**config.mk**
```make
export PLATFORM = sky130hd
export DESIGN_NAME = exc_vector_unit
export DESIGN_NICKNAME = d
export VERILOG_FILES = /design/src/rtl/exc_pkg.sv /design/src/rtl/exc_classify.sv /design/src/rtl/exc_vec_offset.sv /design/src/rtl/exc_vector_unit.sv
export SDC_FILE = /design/constraint.sdc
export NUM_CORES = 1
export LEC_CHECK = 0
export BUFFER_PORTS_ARGS = -buffer_cell sky130_fd_sc_hd__buf_2
export CAP_MARGIN = 0
export CORE_MARGIN = 8
export CORE_UTILIZATION = 45
export CTS_CLUSTER_DIAMETER = 100
export DETAILED_ROUTE_END_ITERATION = 10
export GPL_ROUTABILITY_DRIVEN = 0
export PLACE_DENSITY = 0.76
export SLEW_MARGIN = 20
export SYNTH_ARGS = -nofsm -noshare
export SYNTH_HDL_FRONTEND = slang
export SYNTH_SLANG_ARGS = --single-unit
```
**constraint.sdc**
```tcl
create_clock -name clk -period 10 [get_ports clk]
set_input_delay 3 -clock clk [delete_from_list [all_inputs] [get_ports clk]]
set_output_delay 3 -clock clk [all_outputs]
set_load 0.02 [all_outputs]
```
**src/rtl/exc_pkg.sv**
```systemverilog
// Shared kind encoding and cause code constants for the exception vector unit.
// Assumes 32-bit addresses and 5-bit cause codes.
package exc_pkg;
    localparam int XLEN = 32;
    localparam int CODE_W = 5;

    typedef enum logic [4:0] {
        K_INT    = 5'd0,
        K_MOD    = 5'd1,
        K_TLBL   = 5'd2,
        K_TLBS   = 5'd3,
        K_ADEL   = 5'd4,
        K_ADES   = 5'd5,
        K_IBE    = 5'd6,
        K_DBE    = 5'd7,
        K_SYS    = 5'd8,
        K_BP     = 5'd9,
        K_RSVD   = 5'd10,
        K_CPU    = 5'd11,
        K_OV     = 5'd12,
        K_TRAP   = 5'd13,
        K_FPE    = 5'd14,
        K_RDINH  = 5'd15,
        K_EXINH  = 5'd16,
        K_CERR   = 5'd17,
        K_DEBUG  = 5'd18,
        K_NMI    = 5'd19,
        K_SRESET = 5'd20
    } exc_kind_e;

    localparam logic [CODE_W-1:0] C_TLBL  = 5'd2;
    localparam logic [CODE_W-1:0] C_FPE   = 5'd15;
    localparam logic [CODE_W-1:0] C_RDINH = 5'd19;
    localparam logic [CODE_W-1:0] C_EXINH = 5'd20;
    localparam logic [CODE_W-1:0] C_CERR  = 5'd30;
endpackage

```
**src/rtl/exc_classify.sv**
```systemverilog
// Decodes the request kind into a cause code and group flags.
// Assumes kinds above 20 do not occur; they decode as a general reserved-instruction entry.
module exc_classify
    import exc_pkg::*;
(
    input  logic [4:0]        kind,
    input  logic              iec,
    output logic [CODE_W-1:0] code,
    output logic              is_general,
    output logic              is_debug,
    output logic              is_errlvl,
    output logic              is_addr_fault,
    output logic              is_tlb_ls,
    output logic              is_int,
    output logic              is_cerr
);
    exc_kind_e k;
    assign k = exc_kind_e'(kind);

    // Cause code and group membership per kind.
    always_comb begin
        code          = kind;
        is_general    = 1'b1;
        is_debug      = 1'b0;
        is_errlvl     = 1'b0;
        is_addr_fault = 1'b0;
        is_tlb_ls     = 1'b0;
        is_int        = 1'b0;
        is_cerr       = 1'b0;
        case (k)
            K_INT:   is_int = 1'b1;
            K_MOD, K_ADEL, K_ADES: is_addr_fault = 1'b1;
            K_TLBL, K_TLBS: begin
                is_addr_fault = 1'b1;
                is_tlb_ls     = 1'b1;
            end
            K_IBE, K_DBE, K_SYS, K_BP, K_RSVD, K_CPU, K_OV, K_TRAP: ;
            K_FPE:   code = C_FPE;
            K_RDINH: begin
                code          = iec ? C_RDINH : C_TLBL;
                is_addr_fault = 1'b1;
            end
            K_EXINH: begin
                code          = iec ? C_EXINH : C_TLBL;
                is_addr_fault = 1'b1;
            end
            K_CERR: begin
                code    = C_CERR;
                is_cerr = 1'b1;
            end
            K_DEBUG: begin
                is_general = 1'b0;
                is_debug   = 1'b1;
            end
            K_NMI, K_SRESET: begin
                is_general = 1'b0;
                is_errlvl  = 1'b1;
            end
            default: code = 5'd10;
        endcase
    end
endmodule

```
**src/rtl/exc_vec_offset.sv**
```systemverilog
// Computes the handler offset inside the general vector area.
// Assumes the caller qualifies refill_ls with EXL clear and a TLB load/store kind.
module exc_vec_offset
    import exc_pkg::*;
#(
    parameter int IP_W = 8,
    parameter int VS_W = 5
) (
    input  logic            is_int,
    input  logic            is_cerr,
    input  logic            refill_ls,
    input  logic            cause_iv,
    input  logic            bev,
    input  logic [VS_W-1:0] vs,
    input  logic [IP_W-1:0] ip,
    input  logic [IP_W-1:0] im,
    input  logic            eic,
    output logic [XLEN-1:0] offset
);
    localparam int VEC_W = IP_W;
    localparam logic [XLEN-1:0] OFF_GEN  = 32'h180;
    localparam logic [XLEN-1:0] OFF_INT  = 32'h200;
    localparam logic [XLEN-1:0] OFF_CERR = 32'h100;

    logic [IP_W-1:0]  enabled;
    logic [VEC_W-1:0] top_idx;
    logic [VEC_W-1:0] vec;
    logic [XLEN-1:0]  spacing;

    assign enabled = ip & im;

    // Priority encoder: index of the highest enabled pending line.
    always_comb begin
        top_idx = '0;
        for (int i = 0; i < IP_W; i++) begin
            if (enabled[i]) top_idx = VEC_W'(i);
        end
    end

    assign vec     = eic ? ip : top_idx;
    assign spacing = XLEN'(vs) << 5;

    // Offset selection by entry flavour.
    always_comb begin
        if (is_cerr)
            offset = OFF_CERR;
        else if (refill_ls)
            offset = '0;
        else if (is_int && cause_iv)
            offset = (bev || vs == '0) ? OFF_INT : OFF_INT + XLEN'(vec) * spacing;
        else
            offset = OFF_GEN;
    end
endmodule

```
**src/rtl/exc_vector_unit.sv**
```systemverilog
// Exception vector and cause unit: registers the handler PC and control register
// updates one cycle after a request. Assumes one already-prioritised request per strobe.
module exc_vector_unit
    import exc_pkg::*;
#(
    parameter logic [31:0] BOOT_BASE = 32'hBFC0_0000,
    parameter int          IP_W      = 8,
    parameter int          VS_W      = 5,
    parameter int          ASID_W    = 8
) (
    input  logic              clk,
    input  logic              rst_n,
    input  logic              req_valid,
    input  logic [4:0]        req_kind,
    input  logic              req_refill,
    input  logic              req_dslot,
    input  logic [31:0]       req_pc,
    input  logic [31:0]       req_badaddr,
    input  logic              st_exl,
    input  logic              st_bev,
    input  logic [IP_W-1:0]   st_im,
    input  logic              cause_iv,
    input  logic [IP_W-1:0]   cause_ip,
    input  logic [VS_W-1:0]   intctl_vs,
    input  logic              eic_mode,
    input  logic              pg_iec,
    input  logic [31:0]       ebase,
    input  logic [8:0]        ctx_base,
    input  logic [ASID_W-1:0] ehi_asid,
    output logic              out_valid,
    output logic [31:0]       out_pc,
    output logic [4:0]        out_code,
    output logic              out_code_we,
    output logic [31:0]       out_rpc,
    output logic              out_epc_we,
    output logic              out_depc_we,
    output logic              out_errepc_we,
    output logic              out_bd_we,
    output logic              out_bd,
    output logic              out_exl_set,
    output logic              out_erl_bev_set,
    output logic              out_addr_we,
    output logic [31:0]       out_badva,
    output logic [31:0]       out_ctx,
    output logic [31:0]       out_ehi
);
    localparam logic [31:0] BEV_BASE   = BOOT_BASE + 32'h200;
    localparam logic [31:0] DEBUG_PC   = BOOT_BASE + 32'h480;
    localparam int          EHI_GAP    = 13 - ASID_W;

    logic [CODE_W-1:0] code;
    logic is_general, is_debug, is_errlvl, is_addr_fault, is_tlb_ls, is_int, is_cerr;
    logic [31:0] offset, gen_base, nxt_pc, nxt_rpc;
    logic        first_lvl;

    exc_classify u_cls (
        .kind(req_kind), .iec(pg_iec), .code(code),
        .is_general(is_general), .is_debug(is_debug), .is_errlvl(is_errlvl),
        .is_addr_fault(is_addr_fault), .is_tlb_ls(is_tlb_ls),
        .is_int(is_int), .is_cerr(is_cerr)
    );

    exc_vec_offset #(.IP_W(IP_W), .VS_W(VS_W)) u_off (
        .is_int(is_int), .is_cerr(is_cerr),
        .refill_ls(req_refill && is_tlb_ls && !st_exl),
        .cause_iv(cause_iv), .bev(st_bev), .vs(intctl_vs),
        .ip(cause_ip), .im(st_im), .eic(eic_mode), .offset(offset)
    );

    // Base for the general group, with cache errors forced uncached.
    always_comb begin
        if (st_bev)
            gen_base = BEV_BASE;
        else if (is_cerr)
            gen_base = {3'b101, ebase[28:12], 12'h000};
        else
            gen_base = ebase;
    end

    // Handler PC per group.
    always_comb begin
        if (is_debug)
            nxt_pc = DEBUG_PC;
        else if (is_errlvl)
            nxt_pc = BOOT_BASE;
        else
            nxt_pc = gen_base + offset;
    end

    assign nxt_rpc   = req_dslot ? req_pc - 32'd4 : req_pc;
    assign first_lvl = is_general && !st_exl;

    // Result register, cleared by reset; enables only on a request.
    always_ff @(posedge clk) begin
        if (!rst_n) begin
            out_valid       <= 1'b0;
            out_pc          <= '0;
            out_code        <= '0;
            out_code_we     <= 1'b0;
            out_rpc         <= '0;
            out_epc_we      <= 1'b0;
            out_depc_we     <= 1'b0;
            out_errepc_we   <= 1'b0;
            out_bd_we       <= 1'b0;
            out_bd          <= 1'b0;
            out_exl_set     <= 1'b0;
            out_erl_bev_set <= 1'b0;
            out_addr_we     <= 1'b0;
            out_badva       <= '0;
            out_ctx         <= '0;
            out_ehi         <= '0;
        end else begin
            out_valid       <= req_valid;
            out_pc          <= nxt_pc;
            out_code        <= code;
            out_code_we     <= req_valid && is_general;
            out_rpc         <= nxt_rpc;
            out_epc_we      <= req_valid && first_lvl;
            out_depc_we     <= req_valid && is_debug;
            out_errepc_we   <= req_valid && is_errlvl;
            out_bd_we       <= req_valid && first_lvl;
            out_bd          <= req_dslot;
            out_exl_set     <= req_valid && first_lvl;
            out_erl_bev_set <= req_valid && is_errlvl;
            out_addr_we     <= req_valid && is_addr_fault;
            out_badva       <= req_badaddr;
            out_ctx         <= {ctx_base, req_badaddr[31:13], 4'b0000};
            out_ehi         <= {req_badaddr[31:13], {EHI_GAP{1'b0}}, ehi_asid};
        end
    end

    a_r1_valid_next: assert property (@(posedge clk) disable iff (!rst_n)
        req_valid |=> out_valid);
    a_r1_idle_next: assert property (@(posedge clk) disable iff (!rst_n)
        !req_valid |=> !out_valid);
    a_r13_quiet_enables: assert property (@(posedge clk) disable iff (!rst_n)
        !out_valid |-> !(out_code_we || out_epc_we || out_depc_we || out_errepc_we
                         || out_exl_set || out_erl_bev_set || out_addr_we));
    a_r9_exl_blocks_capture: assert property (@(posedge clk) disable iff (!rst_n)
        (req_valid && st_exl) |=> !(out_epc_we || out_bd_we || out_exl_set));
    a_r12_single_return: assert property (@(posedge clk) disable iff (!rst_n)
        $onehot0({out_epc_we, out_depc_we, out_errepc_we}));
    a_r8_cerr_uncached: assert property (@(posedge clk) disable iff (!rst_n)
        (req_valid && req_kind == 5'd17 && !st_bev) |=> out_pc[31:29] == 3'b101);
endmodule

```
==> impl_summary.md, run 1 <==
Yosys
The distinct cell type count after synthesis is 62. The synthesized design contains 0 enable-type register cells. Sequential elements use 34.6% of the synthesized area. The number of instances in the synthesized netlist is 851. By area, the combinational part of the netlist is dominated by simple AND/OR/NAND/NOR gates.

The area of the mapped netlist is 7240 um2. Of the total synthesized cell area, the portion taken by AND, OR, NAND and NOR gates is 26.7%. The dominant cell type by area after synthesis is sky130_fd_sc_hd__dfxtp_1. In the synthesized netlist, mux cells make up 0.294% of the area. The synthesized netlist devotes 5.93% of its cell area to XOR and XNOR gates. The number of synthesized register bits is 125. The number of warnings reported in the yosys synthesis log is 0. The commonest cells after synthesis are sky130_fd_sc_hd__dfxtp_1 (125), sky130_fd_sc_hd__nor2_1 (80), sky130_fd_sc_hd__and2_1 (76).

By instance count, the leading cell after synthesis is sky130_fd_sc_hd__dfxtp_1. After Yosys synthesis, full adders, half adders and majority gates account for 11.6% of the synthesized area. By area the synthesized netlist is led by sky130_fd_sc_hd__dfxtp_1 (35%), sky130_fd_sc_hd__and2_1 (6.6%), sky130_fd_sc_hd__ha_1 (6.4%). The prevailing post-synth register cell is sky130_fd_sc_hd__dfxtp_1. The average instance in the mapped netlist occupies 8.51 um2.

The area fraction in compound gates after synthesis is 11.2%. The async set-reset flop share out of synthesis is 0%. The share of synthesized area in the top cell type comes to 34.6%.

Worst setup path
The data required time at the worst endpoint is 10320 ps. On the critical path, the stage with the largest delay is an instance of sky130_fd_sc_hd__fa_1. The start-to-end type of the worst setup path is input pin to flip-flop. At the worst endpoint, the arrival time is 9610 ps. The critical path capture point type is a flip-flop. The longest individual stage delay on the worst path is 550 ps. The critical path startpoint category is an input pin. The biggest fanout along the worst timing path is 29.

Global routing
The busiest metal layer after global routing is met2. Global routing used 24.2% of the available met1 tracks. Global routing consumed, on the met3 layer, 4.01% of the routing resources. The initial antenna violation count came to 1. The combined global-route utilization of all metal layers is 21.3%. The global routing usage on met2 is 37.8%. The residual overflow from global routing is 0. The global-route wire length before repair is 34200 um. Entering global routing, the biggest net connects 64 pins. The via count of the first global-routing pass came to 6495.

Detailed routing
In the final routed layout, each cell accounts on average for 16.7 um. Across all layers, the routed design uses 6766 vias. The number of search-and-repair iterations in the first detailed-routing pass is 5. In this run the remaining antenna-violating nets after routing total 0. The number of violations reported at the end of detailed-routing iteration 0 is 381.

For this run, design rule violations remaining after detail routing come to 0. Summed over all layers, the routed wires come to 22500 um. The number of vias per cell after detailed routing is 5.03.

Power
The leakage dissipation is 4.65 nW. Across the VDD grid, the largest voltage drop is 109 uV. The ratio of total power to cell area is 165 nW/um2. After layout, the design draws a total of 1.52 mW.

Die
The number of cell rows is 46. The floorplan step set the die width to 143 um. For this configuration, the core starts out at a cell density of 45.7%. The core outline area is 15800 um2. The die is 143 um tall. The die covers 20400 um2.

324 I/O pins were placed.

STA
The maximum clock rate is 108 MHz. The max-slew violation count was 0. The worst path uses 92.9% of the clock period.

The slew of the pin with the lowest slew margin is 726 ps. Setup repair after global routing left no endpoint under its margin. Setup violations remaining at the end of the flow were counted as 0. The worst pin sits at a relative slew slack of 51.4%.

Adding up every negative setup slack in the final design gives 0 ps. The worst path needs 9290 ps of the cycle, external delays included. The number of endpoints with negative hold slack in the final report was 0.

Clock tree
The clock transition time at the flip-flop clock pins of the worst setup and hold paths is 60 ps. Post-CTS timing repair inserted 0 buffers for setup. TritonCTS built the clock tree. The cell sitting at the root of the clock tree is a sky130_fd_sc_hd__clkbuf_16. The CTS sink count is 125. The number of gates given a new drive strength after cts is 0. The number of clock buffers added by TritonCTS is 17.

The buffer depth of the longest clock path is 2. The H-tree generated during clock tree synthesis spans 4 levels. Hold repair after CTS inserted 0 buffers.

Run
Across the run, the number of max-cap violations was 0.

Placement
The standard cell area after detailed placement is 8650 um2. Once placement completed, the tool counted placed cells totaling 1311. The HPWL reported at the end of detailed placement is 18400 um. In this run the tool buffered the top-level ports with 313 buffer cells.

Final layout
After routing the design area is 9260 um2. For this run, the number of standard cells in the final layout without fillers is 1346. The net count of the finished layout is 1319. The number of filler instances in the final layout is 1426. Cells with a size suffix above 1 make up 31.6% of the layout. The area overhead of the layout relative to synthesis is 27.9%.

Outcome
The flow ran to the end, and the final reports show no timing, DRC or antenna violations.

Min path
The type of the tightest min-delay check is input pin to flip-flop.
## worst paths after layout
check / start / to / slack, ps / cells after the start
worst max-delay path: eic_mode / out_pc[31] / 710 / 25
worst min-delay path: req_badaddr[24] / out_badva[24] / 2800 / 2
## routing by layer
layer	wire length [um]	vias to the layer above	share of wire [%]
met5	0	-	0
met4	766	0	3.4
met3	1460	43	6.5
met2	11500	255	51
met1	8850	3098	39
li1	-	3370	-
## final cells by class
class | count | area, um2 | share of cell area, %
Antenna cell | 3 | 7.51 | 0.0811
Clock buffer | 18 | 439 | 4.74
Clock inverter | 14 | 166 | 1.80
Inverter | 53 | 199 | 2.15
Multi-Input combinational cell | 599 | 4070 | 44.0
Sequential cell | 125 | 2500 | 27.0
Tap cell | 216 | 270 | 2.92
Timing Repair Buffer | 318 | 1600 | 17.3
## registers in the layout (all words and copies together) (netlist names)
| register | cells |
|---|---|
| out_pc | 32 |
| out_rpc | 32 |
| out_ctx | 10 |
| out_depc_we | 1 |
| out_bd | 1 |
| out_erl_bev_set | 1 |
| out_code | 5 |
| out_exl_set | 1 |
| out_code_we | 1 |
| out_ehi | 8 |
| out_addr_we | 1 |
| out_valid | 1 |
| out_badva | 31 |
## cell families after synthesis
family          Yosys count
xor+xnor                 49
buf+inv                 135
flops                   125
fa+ha+maj                56
simple gates            356
compound gates          127
other cells               1
mux                       2
## per-stage QoR
stage	worst slack, ps	hold WS (ps)	util [%]
after floorplan	1020	3070	-
after global placement	514	3210	54.6
after detailed placement	417	3210	54.6
after CTS	796	2780	58.5
after global routing	169	2780	58.5
final	713	2800	58.5
## worst max-delay path: cells and delay by family
kind                       cells  cell delay (ps)
adders and majority gates      5             2190
AOI/OAI and AO/OA              6             1510
buffers and inverters          3              470
and+or+nand+nor               11             2420
## where the power goes
part,switching (mW),internal [mW]
Combinational,0.221,0.145
Sequential,0.00832,0.526
Clock,0.241,0.383
Total,0.471,1.05
## placed cells by master, fill, tap and decap left out, drive strengths merged, types with 24 or more instances in the layout
cell   instances
buf          318
dfxtp        125
nor2          80
and2          76
inv           62
a21oi         42
nand3         41
ha            37
nand2         32
xnor2         31
o21ai         26
nor3          24
No activity file was read; power rests on OpenSTA's default activity.
==> run 2, diff against run 1 <==
ABC_AREA = 1   (was not set)
PLACE_DENSITY = 0.74   (was 0.76)
==> run 2 against run 1 <==
Clock power down 4.8%. Fmax up 12%. Final cell count up 28%. Non-clock buffer count down 4. Die area up 9.8%. Via count up 19%. Clock-buffer cell count down 1. Hold slack worse by 33 ps. Critical path type unchanged. Critical endpoint is now out_pc[24]. Largest power group unchanged.
==> impl_summary.md, run 2 <==
Yosys
The number of synthesized register bits was 125 (unchanged). The sequential element share of the synthesized area came to 31.1% (was 34.6%). The number of warnings reported in the yosys synthesis log is 0 (unchanged).

The async set-reset flop share out of synthesis is 0% (unchanged). The distinct cell type count after synthesis was 44 (was 62). The most frequent cell after synthesis is sky130_fd_sc_hd__nand2_1 (was sky130_fd_sc_hd__dfxtp_1). The prevailing post-synth register cell was sky130_fd_sc_hd__dfxtp_1 (unchanged).

The dominant cell type by area after synthesis is sky130_fd_sc_hd__dfxtp_1 (unchanged). The average size of a mapped cell is 6.65 um2 (was 8.51 um2). The area of the mapped netlist is 8040 um2 (was 7240 um2).

Dominant cells by area after synthesis: sky130_fd_sc_hd__dfxtp_1 (31%), sky130_fd_sc_hd__nand2_1 (14%), sky130_fd_sc_hd__inv_1 (11%) (was sky130_fd_sc_hd__dfxtp_1 (35%), sky130_fd_sc_hd__and2_1 (6.6%), sky130_fd_sc_hd__ha_1 (6.4%)). The area share of the largest cell type after synthesis came to 31.1% (was 34.6%). The number of flops mapped to enable cells by yosys is 0 (unchanged). The number of instances in the synthesized netlist is 1208 (was 851).

Top cells by instance count after synthesis: sky130_fd_sc_hd__nand2_1 (290), sky130_fd_sc_hd__inv_1 (234), sky130_fd_sc_hd__nor2_1 (158) (was sky130_fd_sc_hd__dfxtp_1 (125), sky130_fd_sc_hd__nor2_1 (80), sky130_fd_sc_hd__and2_1 (76)).

Clock tree
The number of gates given a new drive strength after cts came to 0 (unchanged). The CTS buffer count is 17 (unchanged). The cts-stage hold buffer count is 0 (unchanged). The TritonCTS clock tree is yes (unchanged).

The cell at the root of the clock tree is sky130_fd_sc_hd__clkbuf_16 (unchanged). The buffer depth of the longest clock path came to 2 (unchanged). The CTS sink count came to 125 (unchanged). The H-tree depth is 4 (unchanged). The post-CTS setup-driven buffer insertion count is 0 (unchanged). The clock transition time at the flip-flop clock pins of the worst setup and hold paths came to 70 ps (was 60 ps).

Final layout
The share of final-layout standard cells stronger than drive strength 1 is 26.6% (was 31.6%). The final net count is 1684 (was 1319). The area overhead of the layout relative to synthesis is 25.0% (was 27.9%).

The most common cell after layout, fill and taps aside is sky130_fd_sc_hd__buf_2 (unchanged). The number of filler instances in the final layout was 1704 (was 1426). The core utilization of the finished layout is 56.7% (was 58.5%). Top flop regs: out_pc x32, out_rpc x32, out_badva x31 (unchanged).

The sequential cell area was 2500 um2 (unchanged). Top library cells by usage in the layout, fill and taps aside: sky130_fd_sc_hd__buf_2 (313), sky130_fd_sc_hd__nand2_1 (290), sky130_fd_sc_hd__inv_1 (234) (was sky130_fd_sc_hd__buf_2 (313), sky130_fd_sc_hd__dfxtp_1 (125), sky130_fd_sc_hd__nor2_1 (80)). The area of the multi-input gates is 4190 um2 (was 4070 um2).

Power
The ratio of total power to cell area is 153 nW/um2 (was 165 nW/um2). The maximum vdd ir drop is 119 uV (was 109 uV). The leakage dissipation is 5.96 nW (was 4.65 nW).

STA
The maximum clock rate is 121 MHz (was 108 MHz). The worst slew slack as a fraction of its limit is 38.1% (was 51.4%). The time the worst path needs with I/O delays and setup is 8290 ps (was 9290 ps).

RSZ-0062 raised after global routing: false (unchanged). The ratio of final minimum period to clock period was 82.9% (was 92.9%). The final setup violation count is 0 (unchanged). The slew of the pin with the lowest slew margin is 926 ps (was 726 ps). The worst setup margin is 1710 ps (was 713 ps). The number of endpoints with negative hold slack in the final report is 0 (unchanged). The setup TNS after final layout is 0 ps (unchanged). The max-slew violation count is 0 (unchanged).

Run
The max-capacitance violation count is 0 (unchanged).

Worst setup path
The library cell appearing most often on the critical path is sky130_fd_sc_hd__nand2_1. The critical path capture point type is a flip-flop (unchanged). The critical path startpoint category is an input pin (unchanged). The data required time at the worst endpoint is 10320 ps (about the same). The start-to-end type of the worst setup path is input pin to flip-flop (unchanged).

The slowest stage cell on the critical path is sky130_fd_sc_hd__fa_1 (unchanged). The longest individual stage delay on the worst path came to 540 ps (was 550 ps). The data arrival time of the critical path is 8610 ps (was 9610 ps). The biggest fanout along the worst timing path is 6 (was 29).

Global routing
The met3 routing resource usage after global routing is 4.35% (was 4.01%). The global routing usage on met2 is 38.2% (was 37.8%). The largest net degree at the start of global routing is 50 (was 64). The residual overflow from global routing was 0 (unchanged).

The global-route wire length before repair was 38700 um (was 34200 um). The initial antenna violation count is 7 (was 1). The met1 capacity usage during global routing was 25.4% (was 24.2%). The via count of the first global-routing pass is 7668 (was 6495). The busiest metal layer after global routing was met2 (unchanged). The combined global-route utilization of all metal layers is 21.8% (was 21.3%).

Placement
The HPWL reported at the end of detailed placement came to 21200 um (was 18400 um). The number of port buffers came to 313 (unchanged). The placement-stage worst setup slack is 1370 ps (was 417 ps).

Outcome
Result of the run: completed (unchanged).

Die
The count of boundary I/O pins came to 324 (unchanged). The initial cell density of the core is 45.4% (was 45.7%). The core outline area is 17700 um2 (was 15800 um2). The x dimension of the die is 150 um (was 143 um). The overall die height is 150 um (was 143 um). The number of cell rows came to 49 (was 46). The area of the die is 22400 um2 (was 20400 um2).

Detailed routing
The overall via count from detail_route is 8066 (was 6766). The remaining number of nets flagged by the antenna check after routing is 0 (unchanged). The wire length reported by the detailed router is 25300 um (was 22500 um). The routed length per instance came to 14.6 um (was 16.7 um). The number of vias per cell after detailed routing came to 4.67 (was 5.03).

The number of violations reported at the end of detailed-routing iteration 0 came to 426 (was 381). The number of design rule violations left after detail routing is 0 (unchanged). The number of search-and-repair iterations in the first detailed-routing pass is 5 (unchanged).

Min path
The type of the tightest min-delay check is input pin to flip-flop (unchanged).
==> run 2: cell types whose count changed in the layout (fill, tap and decap cells not counted), sizes merged, moves of 18 or more <==
cell	before	now
inv	62	248
nor2b	18	0
nor2	80	169
nand2	32	304
and2	76	1
xnor2	31	9
nand3	41	79
==> run 2: critical path, delay by kind of cell <==
| family | cells | cell delay (ps) |
|---|---|---|
| adders and majority gates | 6 | 2580 |
| xor gates and xnor gates | 1 | 250 |
| AOI/OAI and AO/OA | 3 | 550 |
| buffers and inverters | 7 | 570 |
| and+or+nand+nor | 18 | 1640 |
==> run 2: final timing paths <==
path              slack (ps)  cells past startpoint        start     endpoint
setup / recovery        1710                     35     eic_mode   out_pc[24]
hold / removal          2770                      3  ctx_base[5]  out_ctx[28]
==> run 2: report_power, final <==
part           total (mW)  switching [mW]  leakage, nW  internal [mW]
clock network       0.594           0.264        0.273          0.330
registers           0.534         0.00843         1.04          0.526
logic               0.405           0.265         4.65          0.139
total                1.53           0.537         5.96          0.995
==> run 2: kinds of logic (layout without fill, tap and decap cells) <==
group / count (synthesis) / after routing / synth area share [%]
fa+ha+maj: 56 / 56 / 10.5
xor+xnor: 25 / 25 / 2.72
simple gates: 601 / 601 / 32.5
compound gates: 91 / 91 / 6.02
flops: 125 / 125 / 31.1
buf+inv: 309 / 585 / 17.1
other cells: 1 / 16 / 0.0467
==> run 2: layout make-up <==
| class | instances | area share [%] |
|---|---|---|
| clock buffers | 17 | 4.23 |
| flip-flops and latches | 125 | 24.9 |
| well taps | 229 | 2.85 |
| inverters | 239 | 8.98 |
| repair buffers | 314 | 15.7 |
| multi-input cells | 782 | 41.7 |
| diodes | 7 | 0.174 |
| clock inverters | 15 | 1.46 |
==> run 2: through the flow <==
stage / hold slack (ps) / total power, mW / cells / instance area (um2)
floorplan: 3080 / 0.836 / 1216 / 8070
global placement: 3180 / 0.942 / 1689 / 9460
detailed placement: 3180 / 0.949 / 1689 / 9460
CTS: 2750 / 1.54 / 1721 / 10000
global route: 2750 / 1.62 / 1728 / 10000
finish: 2770 / 1.53 / 1728 / 10000
==> run 2: routing by layer <==
metal | vias up | share of wire (%)
li1 | 4161 | -
met1 | 3554 | 40
met2 | 307 | 49
met3 | 44 | 7.4
met4 | 0 | 3.2
met5 | - | 0
==> run 3, diff against run 2 <==
clock period = 7.85 ns   (was 10 ns; I/O delays follow)
==> run 3 against run 2 <==
Die area stayed put. Critical endpoint is now out_pc[25]. Non-clock buffer count increased by 24. Sequential power increased by 28%. Clock-buffer cell count stayed put. Design area is 2.1% higher. Worst setup slack got worse by 1300 ps. Critical path type unchanged. Flip-flop and latch count did not move. Highest routed layer unchanged. Power is 30% higher. Critical path depth down 1.
==> impl_summary.md, run 3 (same netlist as run 2, synthesis figures left out) <==
Worst setup path
The start point of the critical path is cause_ip[2] (was eic_mode). The biggest fanout along the worst timing path was 5 (was 6). The library cell appearing most often on the critical path is sky130_fd_sc_hd__nand2_1 (unchanged). The data required time at the worst endpoint is 8110 ps (was 10320 ps). The critical path startpoint category is an input pin (unchanged). The longest individual stage delay on the worst path was 550 ps (was 540 ps). The start-to-end type of the worst setup path is input pin to flip-flop (unchanged).

The data arrival time of the critical path is 7700 ps (was 8610 ps). The critical path capture point type is a flip-flop (unchanged). The slowest stage cell on the critical path is sky130_fd_sc_hd__fa_1 (unchanged).

STA
The worst slew slack as a fraction of its limit is 36.1% (was 38.1%). For the finished layout, the period the worst path requires is 7450 ps. The max-slew violation count was 0 (unchanged). The worst hold slack across all endpoints is 2120 ps (was 2770 ps). The ratio of final minimum period to clock period is 94.8%. The setup TNS after final layout is 0 ps (unchanged). The number of endpoints with negative hold slack in the final report was 0 (unchanged). The slew of the pin with the lowest slew margin is 957 ps (was 926 ps). RSZ-0062 raised after global routing: false (unchanged). Timing would allow up to 134 MHz.

The final setup violation count is 0 (unchanged).

Run
The max-capacitance violation count is 0 (unchanged).

Global routing
The largest net degree at the start of global routing was 49 (was 50). The combined global-route utilization of all metal layers is 21.9% (was 21.8%). The global-route wire length before repair is 39000 um (was 38700 um). The via count of the first global-routing pass is 7852 (was 7668). The initial antenna violation count is 7 (unchanged). The residual overflow from global routing is 0 (unchanged).

Clock tree
The CTS buffer count is 17 (unchanged). The cell at the root of the clock tree is sky130_fd_sc_hd__clkbuf_16 (unchanged). The CTS sink count is 125 (unchanged). The TritonCTS clock tree is yes (unchanged).

The cts-stage hold buffer count was 0 (unchanged). The clock transition time at the flip-flop clock pins of the worst setup and hold paths came to 70 ps (about the same). The buffer depth of the longest clock path is 2 (unchanged). The H-tree depth is 4 (unchanged).

Detailed routing
The remaining number of nets flagged by the antenna check after routing was 0 (unchanged). The number of search-and-repair iterations in the first detailed-routing pass is 5 (unchanged). The wire length reported by the detailed router is 25600 um (was 25300 um). The routed length per instance is 14.6 um (about the same). The overall via count from detail_route came to 8241 (was 8066).

The highest routed metal layer is met4 (unchanged). The total met3 wirelength after detailed routing is 2100 um (was 1870 um). The number of violations reported at the end of detailed-routing iteration 0 is 417 (was 426). The wire length the detailed router placed on met1 came to 10000 um (was 10100 um). The met2 layer wire length in the routed design came to 12600 um (was 12500 um). The number of vias per cell after detailed routing is 4.70 (was 4.67). The number of design rule violations left after detail routing is 0 (unchanged).

Min path
The start point of the worst min-delay path is req_badaddr[9] (was ctx_base[5]). The type of the tightest min-delay check is input pin to flip-flop (unchanged).

Die
The area of the die was 22400 um2 (unchanged). The overall die height is 150 um (unchanged). The initial cell density of the core is 45.4% (unchanged). The number of cell rows is 49 (unchanged). The core outline area is 17700 um2 (unchanged). The x dimension of the die is 150 um (unchanged).

The count of boundary I/O pins is 324 (unchanged).

Placement
The standard cell area after detailed placement is 9640 um2 (was 9460 um2). The number of port buffers is 313 (unchanged). The number of placed instances with taps included came to 1713 (was 1689). The HPWL reported at the end of detailed placement came to 21300 um (was 21200 um).

Final layout
Top library cells by usage in the layout, fill and taps aside: sky130_fd_sc_hd__buf_2 (313), sky130_fd_sc_hd__nand2_1 (290), sky130_fd_sc_hd__inv_1 (234) (unchanged). The most common cell after layout, fill and taps aside was sky130_fd_sc_hd__buf_2 (unchanged). The area overhead of the layout relative to synthesis is 27.6% (was 25.0%). The core utilization of the finished layout is 57.9% (was 56.7%). The non-filler instance count after layout is 1752 (was 1728).

The share of final-layout standard cells stronger than drive strength 1 is 28.2% (was 26.6%). The design area is 10300 um2 (was 10000 um2). Top flop regs: out_pc x32, out_rpc x32, out_badva x31 (unchanged). The final net count came to 1708 (was 1684). The number of filler instances in the final layout was 1677 (was 1704).

Power
The leakage dissipation came to 6.09 nW (was 5.96 nW). The ratio of total power to cell area is 195 nW/um2 (was 153 nW/um2). The maximum vdd ir drop is 145 uV (was 119 uV).

Outcome
Result of the run: completed (unchanged).
run 3: cell types whose count changed in the layout (fill, tap and decap cells not counted), sizes merged:
cell,previous run,this run
buf,314,338
run 3: final timing paths:
check / to / slack [ps] / depth (start not counted)
worst min-delay path: out_badva[9] / 2120 / 3
worst max-delay path: out_pc[25] / 400 / 34
run 3: layout make-up:
cell class,instances,area (um2),area share (%)
Antenna cell,7,17.5,0.171
Clock buffer,17,425,4.15
Clock inverter,15,146,1.43
Inverter,239,902,8.80
Multi-Input combinational cell,782,4220,41.2
Sequential cell,125,2500,24.4
Tap cell,229,287,2.79
Timing Repair Buffer,338,1750,17.1
run 3: where the power goes:
| group | internal, mW | switching [mW] | total (mW) | leakage [nW] |
|---|---|---|---|---|
| logic | 0.209 | 0.349 | 0.558 | 4.78 |
| registers | 0.670 | 0.0104 | 0.681 | 1.04 |
| clock network | 0.421 | 0.337 | 0.758 | 0.273 |
| total | 1.30 | 0.696 | 2.00 | 6.09 |
run 3: routing by layer:
metal	track usage (%)	vias up
met4	10.4	0
met3	4.14	60
li1	-	4217
met5	0	-
met1	25.3	3623
met2	38.2	341
run 3: repair_timing:
item	4_1_cts	5_1_grt
hold endpoints to repair	0	0
buffers inserted	0	0
endpoints found under the setup margin	0	11
gates resized for setup	0	7
run 3: critical path: cells and delay by family:
| family | cells | cell delay (ps) |
|---|---|---|
| buf+inv | 3 | 290 |
| compound gates | 5 | 530 |
| fa+ha+maj | 6 | 2430 |
| simple gates | 19 | 1920 |
| xor+xnor | 1 | 170 |
run 3: stage by stage:
step / setup WS [ps] / total power, mW
finish: 404 / 2.00
global route: 12.7 / 2.11
CTS: 404 / 2.01
detailed placement: -9.84 / 1.24
global placement: 48.0 / 1.23
floorplan: 512 / 1.07
